File: config.mk
export PLATFORM = sky130hd
export DESIGN_NAME = match_timer
export DESIGN_NICKNAME = d
export VERILOG_FILES = /design/src/rtl/mt_pkg.sv /design/src/rtl/mt_regs.sv /design/src/rtl/mt_channel.sv /design/src/rtl/mt_capture.sv /design/src/rtl/match_timer.sv
export SDC_FILE = /design/constraint.sdc
export NUM_CORES = 2
export LEC_CHECK = 0
export ABC_AREA = 1
export BUFFER_PORTS_ARGS = -buffer_cell sky130_fd_sc_hd__buf_2
export CAP_MARGIN = 20
export CORE_UTILIZATION = 50
export CTS_CLUSTER_SIZE = 16
export DETAILED_ROUTE_END_ITERATION = 12
export HOLD_SLACK_MARGIN = 0.12
export PLACE_DENSITY = 0.63
export SETUP_SLACK_MARGIN = 0.1
export SLEW_MARGIN = 30
export SYNTH_ARGS = -nofsm -noshare
export SYNTH_HDL_FRONTEND = slang
export SYNTH_HIERARCHICAL = 1
export SYNTH_SLANG_ARGS = --single-unit
File: constraint.sdc
create_clock -name clk -period 1.9 [get_ports clk]
set_input_delay 0.19 -clock clk [delete_from_list [all_inputs] [get_ports clk]]
set_output_delay 0.19 -clock clk [all_outputs]
set_load 0.02 [all_outputs]
File: src/rtl/mt_pkg.sv
// Package: shared sizes and word addresses of the match timer.
// Assumes word addressing on an 8-bit address bus.
package mt_pkg;
    localparam int ADDR_W  = 8;
    localparam int DATA_W  = 32;
    localparam int NUM_CH  = 3;
    localparam int NUM_CMP = 3;
    localparam int CH_W    = $clog2(NUM_CH + 1);
    localparam int SEL_W   = $clog2(NUM_CMP + 1);

    localparam int A_MATCH   = 'h00;
    localparam int A_RELOAD  = 'h10;
    localparam int A_SELECT  = 'h14;
    localparam int A_STATUS  = 'h18;
    localparam int A_ENABLE  = 'h1C;
    localparam int A_CLEAR   = 'h20;
    localparam int A_RUN     = 'h24;
    localparam int A_SNAP    = 'h26;
    localparam int A_BUSY    = 'h27;

    typedef logic [DATA_W-1:0] word_t;

    // Word address of entry idx in the bank starting at base
    function automatic logic [ADDR_W-1:0] a_off(int base, int idx);
        return ADDR_W'(base + idx);
    endfunction
endpackage

File: src/rtl/mt_regs.sv
// Module: configuration register bank of the match timer.
// Holds match, reload, selector, enable and run registers; turns writes
// to the clear bank into one-cycle per-channel clear masks.
module mt_regs
    import mt_pkg::*;
(
    input  logic                                  clk,
    input  logic                                  rst_n,
    input  logic                                  bus_wr,
    input  logic [ADDR_W-1:0]                     bus_addr,
    input  logic [DATA_W-1:0]                     bus_wdata,
    output logic [NUM_CH-1:0][NUM_CMP-1:0][DATA_W-1:0] match_o,
    output logic [NUM_CH-1:0][DATA_W-1:0]         reload_o,
    output logic [NUM_CH-1:0][SEL_W-1:0]          select_o,
    output logic [NUM_CH-1:0][NUM_CMP-1:0]        enable_o,
    output logic [NUM_CH-1:0]                     run_o,
    output logic [NUM_CH-1:0][NUM_CMP-1:0]        clear_o
);
    for (genvar c = 0; c < NUM_CH; c++) begin : g_ch
        for (genvar k = 0; k < NUM_CMP; k++) begin : g_cmp
            // Match value register for comparator k of channel c
            always_ff @(posedge clk) begin
                if (!rst_n)
                    match_o[c][k] <= '0;
                else if (bus_wr && bus_addr == a_off(A_MATCH, c*NUM_CMP + k))
                    match_o[c][k] <= bus_wdata;
            end
        end

        // Reload value register
        always_ff @(posedge clk) begin
            if (!rst_n)
                reload_o[c] <= '0;
            else if (bus_wr && bus_addr == a_off(A_RELOAD, c))
                reload_o[c] <= bus_wdata;
        end

        // Reload selector register
        always_ff @(posedge clk) begin
            if (!rst_n)
                select_o[c] <= '0;
            else if (bus_wr && bus_addr == a_off(A_SELECT, c))
                select_o[c] <= bus_wdata[SEL_W-1:0];
        end

        // Interrupt enable register
        always_ff @(posedge clk) begin
            if (!rst_n)
                enable_o[c] <= '0;
            else if (bus_wr && bus_addr == a_off(A_ENABLE, c))
                enable_o[c] <= bus_wdata[NUM_CMP-1:0];
        end

        // Write-one-to-clear pulse toward the channel status
        always_comb begin
            clear_o[c] = '0;
            if (bus_wr && bus_addr == a_off(A_CLEAR, c))
                clear_o[c] = bus_wdata[NUM_CMP-1:0];
        end
    end

    // Run bits, one per channel
    always_ff @(posedge clk) begin
        if (!rst_n)
            run_o <= '0;
        else if (bus_wr && bus_addr == a_off(A_RUN, 0))
            run_o <= bus_wdata[NUM_CH-1:0];
    end
endmodule

File: src/rtl/mt_channel.sv
// Module: one counter channel with its comparators and status.
// Assumes configuration inputs are registered; tick_i is a one-clock pulse.
module mt_channel
    import mt_pkg::*;
(
    input  logic                              clk,
    input  logic                              rst_n,
    input  logic                              tick_i,
    input  logic                              run_i,
    input  logic [NUM_CMP-1:0][DATA_W-1:0]    match_i,
    input  logic [DATA_W-1:0]                 reload_i,
    input  logic [SEL_W-1:0]                  select_i,
    input  logic [NUM_CMP-1:0]                enable_i,
    input  logic [NUM_CMP-1:0]                clear_i,
    output logic [DATA_W-1:0]                 cnt_o,
    output logic [NUM_CMP-1:0]                status_o,
    output logic                              irq_o
);
    logic                 step;
    logic [NUM_CMP-1:0]   hit;
    logic                 reload_hit;

    assign step = run_i & tick_i;

    // Comparator bank: equality on counting clocks only
    always_comb begin
        for (int k = 0; k < NUM_CMP; k++)
            hit[k] = step && (cnt_o == match_i[k]);
    end

    // Pick the comparator named by the selector as reload trigger
    always_comb begin
        reload_hit = 1'b0;
        for (int k = 0; k < NUM_CMP; k++)
            if (select_i == SEL_W'(k + 1))
                reload_hit = hit[k];
    end

    // Counter: step by one or reload
    always_ff @(posedge clk) begin
        if (!rst_n)
            cnt_o <= '0;
        else if (step)
            cnt_o <= reload_hit ? reload_i : cnt_o + 1'b1;
    end

    // Status flags: set on hit, clear on request, hit wins
    always_ff @(posedge clk) begin
        if (!rst_n)
            status_o <= '0;
        else
            status_o <= (status_o & ~clear_i) | hit;
    end

    assign irq_o = |(status_o & enable_i);


    cnt_hold_chk: assert property (@(posedge clk) disable iff (!rst_n)
        !step |=> $stable(cnt_o));

    cnt_step_chk: assert property (@(posedge clk) disable iff (!rst_n)
        (step && !reload_hit) |=> cnt_o == $past(cnt_o) + 1'b1);

    cnt_reload_chk: assert property (@(posedge clk) disable iff (!rst_n)
        (step && reload_hit) |=> cnt_o == $past(reload_i));

    status_set_chk: assert property (@(posedge clk) disable iff (!rst_n)
        (|hit) |=> ((status_o & $past(hit)) == $past(hit)));

    status_clear_chk: assert property (@(posedge clk) disable iff (!rst_n)
        (|clear_i && !(|hit)) |=> ((status_o & $past(clear_i)) == '0));
endmodule

File: src/rtl/mt_capture.sv
// Module: snapshot engine. A request names a channel; after CAP_DELAY
// clocks that counter is copied into a stable register. Requests seen
// while busy are dropped. Channel numbers past the last one copy zero.
module mt_capture
    import mt_pkg::*;
#(
    parameter int CAP_DELAY = 3
) (
    input  logic                          clk,
    input  logic                          rst_n,
    input  logic                          req_i,
    input  logic [CH_W-1:0]               sel_i,
    input  logic [NUM_CH-1:0][DATA_W-1:0] cnt_i,
    output logic                          busy_o,
    output logic [DATA_W-1:0]             value_o
);
    localparam int DLY_W = $clog2(CAP_DELAY + 1);

    logic [DLY_W-1:0] dly;
    logic [CH_W-1:0]  sel_q;
    logic [DATA_W-1:0] pick;
    logic              accept;

    assign accept = req_i && !busy_o;

    // Select the counter named in the held request
    always_comb begin
        pick = '0;
        for (int c = 0; c < NUM_CH; c++)
            if (sel_q == CH_W'(c))
                pick = cnt_i[c];
    end

    // Request acceptance and delay countdown
    always_ff @(posedge clk) begin
        if (!rst_n) begin
            busy_o <= 1'b0;
            dly    <= '0;
            sel_q  <= '0;
        end else if (busy_o) begin
            if (dly == '0)
                busy_o <= 1'b0;
            else
                dly <= dly - 1'b1;
        end else if (accept) begin
            busy_o <= 1'b1;
            dly    <= DLY_W'(CAP_DELAY - 1);
            sel_q  <= sel_i;
        end
    end

    // Snapshot register loaded when the countdown ends
    always_ff @(posedge clk) begin
        if (!rst_n)
            value_o <= '0;
        else if (busy_o && dly == '0)
            value_o <= pick;
    end


    busy_set_chk: assert property (@(posedge clk) disable iff (!rst_n)
        accept |=> busy_o);

    busy_keep_sel_chk: assert property (@(posedge clk) disable iff (!rst_n)
        (busy_o && dly != '0) |=> (busy_o && $stable(sel_q)));

    latch_end_chk: assert property (@(posedge clk) disable iff (!rst_n)
        (busy_o && dly == '0) |=> (!busy_o && value_o == $past(pick)));
endmodule

File: src/rtl/match_timer.sv
// Module: top of the three-channel match timer. Wires the register bank,
// one channel per counter, the snapshot engine and the registered read mux.
// Assumes single-cycle strobes and a tick slower than clk.
module match_timer
    import mt_pkg::*;
#(
    parameter int CAP_DELAY = 3
) (
    input  logic              clk,
    input  logic              rst_n,
    input  logic              tick,
    input  logic              bus_wr,
    input  logic              bus_rd,
    input  logic [7:0]        bus_addr,
    input  logic [31:0]       bus_wdata,
    output logic [31:0]       bus_rdata,
    output logic [2:0]        irq
);
    logic [NUM_CH-1:0][NUM_CMP-1:0][DATA_W-1:0] match_v;
    logic [NUM_CH-1:0][DATA_W-1:0]              reload_v;
    logic [NUM_CH-1:0][SEL_W-1:0]               select_v;
    logic [NUM_CH-1:0][NUM_CMP-1:0]             enable_v;
    logic [NUM_CH-1:0]                          run_v;
    logic [NUM_CH-1:0][NUM_CMP-1:0]             clear_v;
    logic [NUM_CH-1:0][DATA_W-1:0]              cnt_v;
    logic [NUM_CH-1:0][NUM_CMP-1:0]             status_v;
    logic                                       busy;
    logic [DATA_W-1:0]                          snap;
    logic [DATA_W-1:0]                          rd_mux;
    logic                                       snap_req;

    mt_regs regs_i (
        .clk       (clk),
        .rst_n     (rst_n),
        .bus_wr    (bus_wr),
        .bus_addr  (bus_addr),
        .bus_wdata (bus_wdata),
        .match_o   (match_v),
        .reload_o  (reload_v),
        .select_o  (select_v),
        .enable_o  (enable_v),
        .run_o     (run_v),
        .clear_o   (clear_v)
    );

    for (genvar c = 0; c < NUM_CH; c++) begin : g_chan
        mt_channel chan_i (
            .clk      (clk),
            .rst_n    (rst_n),
            .tick_i   (tick),
            .run_i    (run_v[c]),
            .match_i  (match_v[c]),
            .reload_i (reload_v[c]),
            .select_i (select_v[c]),
            .enable_i (enable_v[c]),
            .clear_i  (clear_v[c]),
            .cnt_o    (cnt_v[c]),
            .status_o (status_v[c]),
            .irq_o    (irq[c])
        );
    end

    assign snap_req = bus_wr && (bus_addr == a_off(A_SNAP, 0)) && bus_wdata[0];

    mt_capture #(.CAP_DELAY(CAP_DELAY)) cap_i (
        .clk     (clk),
        .rst_n   (rst_n),
        .req_i   (snap_req),
        .sel_i   (bus_wdata[5:4]),
        .cnt_i   (cnt_v),
        .busy_o  (busy),
        .value_o (snap)
    );

    // Read decode over every readable register
    always_comb begin
        rd_mux = '0;
        for (int c = 0; c < NUM_CH; c++) begin
            for (int k = 0; k < NUM_CMP; k++)
                if (bus_addr == a_off(A_MATCH, c*NUM_CMP + k))
                    rd_mux = match_v[c][k];
            if (bus_addr == a_off(A_RELOAD, c)) rd_mux = reload_v[c];
            if (bus_addr == a_off(A_SELECT, c)) rd_mux = DATA_W'(select_v[c]);
            if (bus_addr == a_off(A_STATUS, c)) rd_mux = DATA_W'(status_v[c]);
            if (bus_addr == a_off(A_ENABLE, c)) rd_mux = DATA_W'(enable_v[c]);
        end
        if (bus_addr == a_off(A_RUN, 0))  rd_mux = DATA_W'(run_v);
        if (bus_addr == a_off(A_SNAP, 0)) rd_mux = snap;
        if (bus_addr == a_off(A_BUSY, 0)) rd_mux = DATA_W'(busy);
    end

    // Registered read data, one clock after the strobe
    always_ff @(posedge clk) begin
        if (!rst_n)
            bus_rdata <= '0;
        else if (bus_rd)
            bus_rdata <= rd_mux;
    end


    rdata_hold_chk: assert property (@(posedge clk) disable iff (!rst_n)
        !bus_rd |=> $stable(bus_rdata));

    rdata_busy_chk: assert property (@(posedge clk) disable iff (!rst_n)
        (bus_rd && bus_addr == a_off(A_BUSY, 0)) |=> bus_rdata == DATA_W'(busy ^ 1'b0) || bus_rdata[DATA_W-1:1] == '0);
endmodule

# == Yosys cells after proc, flatten, opt, wreduce, memory -nomap -nowiden ==
# Index checks and enable logic that the tools add are counted.
# op_classes
add_sub_neg,4
multipliers,0
div,0
magnitude_cmp,0
n_eq_ne,47
shift,0
mux,48
bitwise,16
n_reduce_logical,45
# op_table
op,n
2-to-1 mux 32 bit,30
== test 32 bit,9
"adder 32 x 1 -> 32 bit, second input constant",3
"== test 8 x 5 -> 1 bit, second input constant",12
"== test 8 x 6 -> 1 bit, second input constant",6
logical AND 1 bit,35
"== test 8 x 3 -> 1 bit, second input constant",4
AND 3 bit,6
"== test 8 x 2 -> 1 bit, second input constant",2
"== test 2 bit, second input constant",7
2-to-1 mux 1 bit,12
2-to-1 mux 3 bit,3
inverter 3 bit,3
OR 3 bit,3
OR reduction 3 bit,3
"== test 2 x 1 -> 1 bit, second input constant",4
"== test 8 x 1 -> 1 bit, second input constant",1
"== test 8 x 4 -> 1 bit, second input constant",1
logical NOT 8 bit,1
2-to-1 mux 2 bit,3
logical NOT 2 bit,2
AND reduction 2 bit,2
AND 1 bit,3
"!= test 2 bit, second input constant",1
4 further kinds,4
# word_totals
regBits,576
latchBits,0
mem_bits_rw,0
mem_bits_ro,0
out_inout_bits,35
word_cells,190
n_memories,0

# == Depth between registers and ports, before layout ==
# depth
ltp_word,25
depth_mapped,19
depth_no_buf,19

# == Cells and area by module ==
# Netlist, hierarchy kept.
# modules_own_cells
mod,n_inst,cells_each,area_each_um2,seq_area_each_um2
mt_regs,1,2280,15686.3,8047.7
mt_channel,3,896,4484.3,700.7
match_timer,1,888,4576.9,640.6
mt_capture,1,345,2179.6,740.7

# == Least setup slack after synthesis ==
# No wires, ideal clock.
# synth_timing
path_kind,input-to-reg
from,input bus_addr[5]
to,register bus_rdata[4]
setup_ns,0.132
arrival_time_ns,1.664
required_ns,1.768
path_slack_ns,0.104
stages,16
path_cell_list,inv_2 > nand2_1 > nor2_4 > inv_2 > nor2_4 > inv_2 > buf_6 > o21a_1 > a221oi_2 > nand3_1 > o21ai_1 > nand4_1 > o21ai_1 > nand2_1 > nand2_1 > a21oi_1
# synth_between
elab_chain_len,25
word_cells_on_any_way,48
# synth_lines
element,line_no,rtl
from (decl),match_timer.sv:14,"input logic [7:0] bus_addr,"
logical NOT 8 bit,match_timer.sv:80,"if (bus_addr == a_off(A_MATCH, c*NUM_CMP + k))"
2-to-1 mux 32 bit (3 in series),match_timer.sv:80,
2-to-1 mux 32 bit,match_timer.sv:82,"if (bus_addr == a_off(A_RELOAD, c)) rd_mux = reload_v[c];"
2-to-1 mux 32 bit,match_timer.sv:83,"if (bus_addr == a_off(A_SELECT, c)) rd_mux = DATA_W'(select_v[c]);"
2-to-1 mux 32 bit,match_timer.sv:84,"if (bus_addr == a_off(A_STATUS, c)) rd_mux = DATA_W'(status_v[c]);"
2-to-1 mux 32 bit,match_timer.sv:85,"if (bus_addr == a_off(A_ENABLE, c)) rd_mux = DATA_W'(enable_v[c]);"
2-to-1 mux 32 bit (3 in series),match_timer.sv:80,
2-to-1 mux 32 bit,match_timer.sv:82,
[3 not listed],n/a,
2-to-1 mux 32 bit (3 in series),match_timer.sv:80,
2-to-1 mux 32 bit,match_timer.sv:82,
2-to-1 mux 32 bit,match_timer.sv:83,
2-to-1 mux 32 bit,match_timer.sv:84,
2-to-1 mux 32 bit,match_timer.sv:85,
2-to-1 mux 32 bit,match_timer.sv:87,"if (bus_addr == a_off(A_RUN, 0)) rd_mux = DATA_W'(run_v);"
2-to-1 mux 32 bit,match_timer.sv:88,"if (bus_addr == a_off(A_SNAP, 0)) rd_mux = snap;"
2-to-1 mux 32 bit (*),match_timer.sv:89,"if (bus_addr == a_off(A_BUSY, 0)) rd_mux = DATA_W'(busy);"
to (signal assigned),match_timer.sv:97,bus_rdata <= rd_mux;
to (decl),match_timer.sv:16,"output logic [31:0] bus_rdata,"
# Mark *: on every way between the ends. The rest lies on a longest branch, timed or not.
# A chain may end at the register's enable or synchronous reset.

# == Worst setup path after layout ==
# layout_timing
from,register g_chan[2].chan_i.cnt_o[22]
to,register g_chan[2].chan_i.cnt_o[2]
# layout_between
elab_chain_len,6
word_cells_on_any_way,10
# layout_lines
element,line_no,rtl
from (decl),mt_channel.sv:15,"output logic [DATA_W-1:0] cnt_o,"
from (signal assigned),mt_channel.sv:44,cnt_o <= reload_hit ? reload_i : cnt_o + 1'b1;
== test 32 bit,mt_channel.sv:28,hit[k] = step && (cnt_o == match_i[k]);
logical AND 1 bit,mt_channel.sv:28,
2-to-1 mux 1 bit (2 in series),mt_channel.sv:35,if (select_i == SEL_W'(k + 1))
2-to-1 mux 1 bit (*),mt_channel.sv:35,
2-to-1 mux 32 bit (*),mt_channel.sv:44,
# Marked as above.

==> results.sh <==
export IMPL_outcome="finished, violations left"
export IMPL_failing_checks="setup timing"
export IMPL_ys_top_cells_by_area="sky130_fd_sc_hd__dfxtp_1 32%, sky130_fd_sc_hd__nand2_1 25%, sky130_fd_sc_hd__nor2_1 12%"
export IMPL_min_period_ps=2320
export IMPL_preCtsSetupSlack_ps=-587
export IMPL_gr_total_overflow=0
export IMPL_critPathMostFrequentCell="sky130_fd_sc_hd__nand2_1"
export IMPL_cts_reportedPaths_clkPinSlew_ps=60
export IMPL_seq_area_frac_synth_pct=32.1
export IMPL_clock_tree_from_tritoncts="yes"
export IMPL_postRouteAntennaNets=0
export IMPL_holdCritPathClass="primary input to flop"
export IMPL_synthDistinctLibCells=41
export IMPL_via_density_per_instance=5.28
export IMPL_timing_worst_slew_pin_value_ps=912
export IMPL_drt_iter0_drc=4298
export IMPL_crit_chain="buf_4, nand2_1, nand2_1, nor2_1, nand2_1, nor2_4, nand2_2, nor2_4, nand3_4, buf_8, clkbuf_16, nand4_1, nand3_2, a21oi_2"
export IMPL_design_final_nets=6947
export IMPL_avgSynthCellArea_um2=5.79
export IMPL_yosys_top_cells_count="2390 x sky130_fd_sc_hd__nand2_1, 1195 x sky130_fd_sc_hd__nor2_1, 576 x sky130_fd_sc_hd__dfxtp_1"
export IMPL_via_count_of_the_first_global_routing_pass=38382
export IMPL_ir_drop_worst_case_vdd_uv=684
export IMPL_synth_warnings=6
export IMPL_holdCritStartpoint="bus_wdata[1]"
export IMPL_number_of_buffers_inserted_during_clock_tree_synthesis=70
export IMPL_synth_most_common_cell="sky130_fd_sc_hd__nand2_1"
export IMPL_floorplan_initialDensity_pct=50.9
export IMPL_syn_num_nets=6250
export IMPL_grt_start_max_net_pins=104
export IMPL_numClockSinks=576
export IMPL_crit_slowest_cell="sky130_fd_sc_hd__dfxtp_1"
export IMPL_floorplan_die_area_um2=72900
export IMPL_synth_ff_latch_count=576
export IMPL_wirelength_routed_mm=149
export IMPL_arrival_ps=2850
export IMPL_setup_violations=97
export IMPL_floorplan_io_pins=80
export IMPL_routability_cong=1.03
export IMPL_r2r_end="g_chan[2].chan_i/cnt_o[2]"
export IMPL_vias=41669
export IMPL_worstRegToRegCells=14
export IMPL_synth_top_flop_cell="sky130_fd_sc_hd__dfxtp_1"
export IMPL_clkLatencyLatePin_ps=610
export IMPL_grt_first_pass_wirelength_mm=220
export IMPL_length_of_the_first_detailed_routing_pass_in_iterations=6
export IMPL_fp_coreArea_um2=70500
export IMPL_cellLeakagePower_uw=0.0220
export IMPL_cap_violations=0
export IMPL_reg2reg_start="g_chan[2].chan_i/cnt_o[22]"
export IMPL_finalHoldWorstSlack_ps=158
export IMPL_grt_util_all_layers_pct=38.8
export IMPL_critical_path_endpoint_type="flop"
export IMPL_fin_crit_sh_pct=122
export IMPL_fin_setup_tns_ps=-35100
export IMPL_wire_length_per_cell_um=18.8
export IMPL_die_height_um=270
export IMPL_worst_ep_required_time_ps=2430
export IMPL_cp_start_kind="flop"
export IMPL_worst_path_max_fanout=15
export IMPL_buffer_ports_inserted=79
export IMPL_synth_largest_area_cell="sky130_fd_sc_hd__dfxtp_1"
export IMPL_async_reset_ff_share_pct=0
export IMPL_areaGrowthSynthToFinish_pct=35.2
export IMPL_timing_final_ws_setup_ps=-421
export IMPL_hpwl_after_detailed_placement_mm=105
export IMPL_htree_num_levels=3
export IMPL_post_route_util_pct=68.8
export IMPL_count_of_final_hold_check_violations=0
export IMPL_fin_skew_ps=20.3
export IMPL_powerDensity_nw_per_um2=582
export IMPL_die_width_um=270
export IMPL_critical_path_max_stage_delay_ps=340
export IMPL_diodes=0
export IMPL_cts_root_buffer_cell="sky130_fd_sc_hd__clkbuf_16"
export IMPL_synthCells=6201
export IMPL_relSlewSlack_pct=38.8
export IMPL_drt_drc_violations_left=0
export IMPL_initial_antenna_violation_count=2
export IMPL_critical_path_top_delay_family="simple AND/OR/NAND/NOR gates"
export IMPL_worst_hold_path_endpoint="regs_i/enable_o[7]"
export IMPL_synth_area_um2=35900
export IMPL_timing_worst_setup_path_type="flop to flop"
export IMPL_yosys_area_top_type_share_pct=32.1
export IMPL_critical_path_buf_inv_count=3
export IMPL_slew_viol_final=0
export IMPL_cts_buffer_depth=3
export IMPL_hold_path_depth=6
export IMPL_floorplan_row_count=97
export IMPL_synth_enable_flop_cells=0
export IMPL_setup_reg_to_reg_worst_slack_ps=-420
export IMPL_max_fclk_mhz=431
export IMPL_grt_setup_unrepaired="true"
export IMPL_fraction_of_final_layout_cells_with_drive_strength_greater_than_1_pct=25.1
[per-layer routing]
layer,vias to the layer above,global-route usage [%],part of all wire [%]
met3,417,5.86,8.7
met1,19028,50.3,41
met5,-,0,0.011
met2,1879,62.3,44
met4,2,19.8,5.7
li1,20343,-,-
[kinds of logic (layout without fill, tap and decap cells)]
kind of cell,Yosys count,after routing,synth area share [%]
XOR/XNOR,153,153,3.73
AND/OR/NAND/NOR,4178,4178,47.1
adder cells (fa/ha/maj),4,4,0.139
buffers and inverters,951,1703,11.8
AO/OA/AOI/OAI,339,339,5.10
flip-flops,576,576,32.1
[worst min-delay path: stages]
cell                      delay (ps)
sky130_fd_sc_hd__buf_2            80
sky130_fd_sc_hd__inv_1            30
sky130_fd_sc_hd__buf_4           230
sky130_fd_sc_hd__nand2_1         100
sky130_fd_sc_hd__nand2_1          40
sky130_fd_sc_hd__nor2_1           60
[area by class of cell]
cell class | instances | area (um^2)
clock buffers | 105 | 2160
clock inverters | 22 | 359
multi-input cells | 4674 | 22400
repair buffers | 981 | 8580
fillers | 6458 | 22000
inverters | 595 | 2240
well taps | 940 | 1180
flip-flops and latches | 576 | 11600
[flip-flops by register name, indices dropped and copies added, names as in the netlist]
signal / cells
cap_i/busy_o: 1
regs_i/run_o: 3
cap_i/dly: 2
g_chan.chan_i/cnt_o: 96
g_chan.chan_i/status_o: 9
bus_rdata: 32
regs_i/select_o: 6
regs_i/reload_o: 96
regs_i/match_o: 288
cap_i/sel_q: 2
regs_i/enable_o: 9
cap_i/value_o: 32
[cell usage in the layout (no fill, tap or decap), types with 74 or more instances in the layout]
cell type and instances:
sky130_fd_sc_hd__a21oi_1 124, sky130_fd_sc_hd__a21oi_2 75, sky130_fd_sc_hd__buf_2 78, sky130_fd_sc_hd__buf_4 760, sky130_fd_sc_hd__clkbuf_16 82, sky130_fd_sc_hd__dfxtp_1 495
sky130_fd_sc_hd__dfxtp_2 74, sky130_fd_sc_hd__inv_1 522, sky130_fd_sc_hd__nand2_1 2241, sky130_fd_sc_hd__nand2_2 83, sky130_fd_sc_hd__nand2_4 81, sky130_fd_sc_hd__nand3_1 195
sky130_fd_sc_hd__nand3_2 115, sky130_fd_sc_hd__nand4_1 151, sky130_fd_sc_hd__nor2_1 1139, sky130_fd_sc_hd__xor2_1 141
[repair_timing]
action                     in CTS  in global routing
gates cloned                   11                 10
pin swaps                     104                202
setup buffers                  19                  9
hold endpoints to repair       60                  0
setup endpoints to repair     119                133
hold buffers                    7                  0
gates resized for setup       303                421
[through the flow]
| stage | instance area, um^2 | power (uW) | cells |
|---|---|---|---|
| after global placement | 42600 | 13600 | 7713 |
| after detailed placement | 42600 | 13600 | 7713 |
| after global routing | 48500 | 28900 | 7893 |
| after floorplan | 35900 | 13100 | 6201 |
| after CTS | 46700 | 28300 | 7875 |
| final | 48500 | 28200 | 7893 |
[worst max path at each step]
stage                                          start  cells past startpoint  slack (ps)                    endpoint
after global routing      g_chan[0].chan_i/cnt_o[30]                     15        -470  g_chan[0].chan_i/cnt_o[25]
after floorplan                          bus_addr[5]                     16         100                bus_rdata[4]
after global placement                   bus_addr[7]                     17        -590               bus_rdata[19]
after CTS                 g_chan[2].chan_i/cnt_o[19]                     15        -330  g_chan[2].chan_i/cnt_o[13]
after detailed placement                 bus_addr[3]                     14        -590               bus_rdata[21]
final                     g_chan[2].chan_i/cnt_o[22]                     14        -420   g_chan[2].chan_i/cnt_o[2]
[power by group]
| group | leakage (uW) | total, uW | internal (uW) | switching [uW] |
|---|---|---|---|---|
| clock | 0.00124 | 14800 | 9090 | 5680 |
| sequential | 0.00468 | 12100 | 12100 | 22.8 |
| combinational | 0.0161 | 1370 | 400 | 967 |
| total | 0.0220 | 28200 | 21600 | 6670 |
Power figures use the tool's default switching activity.
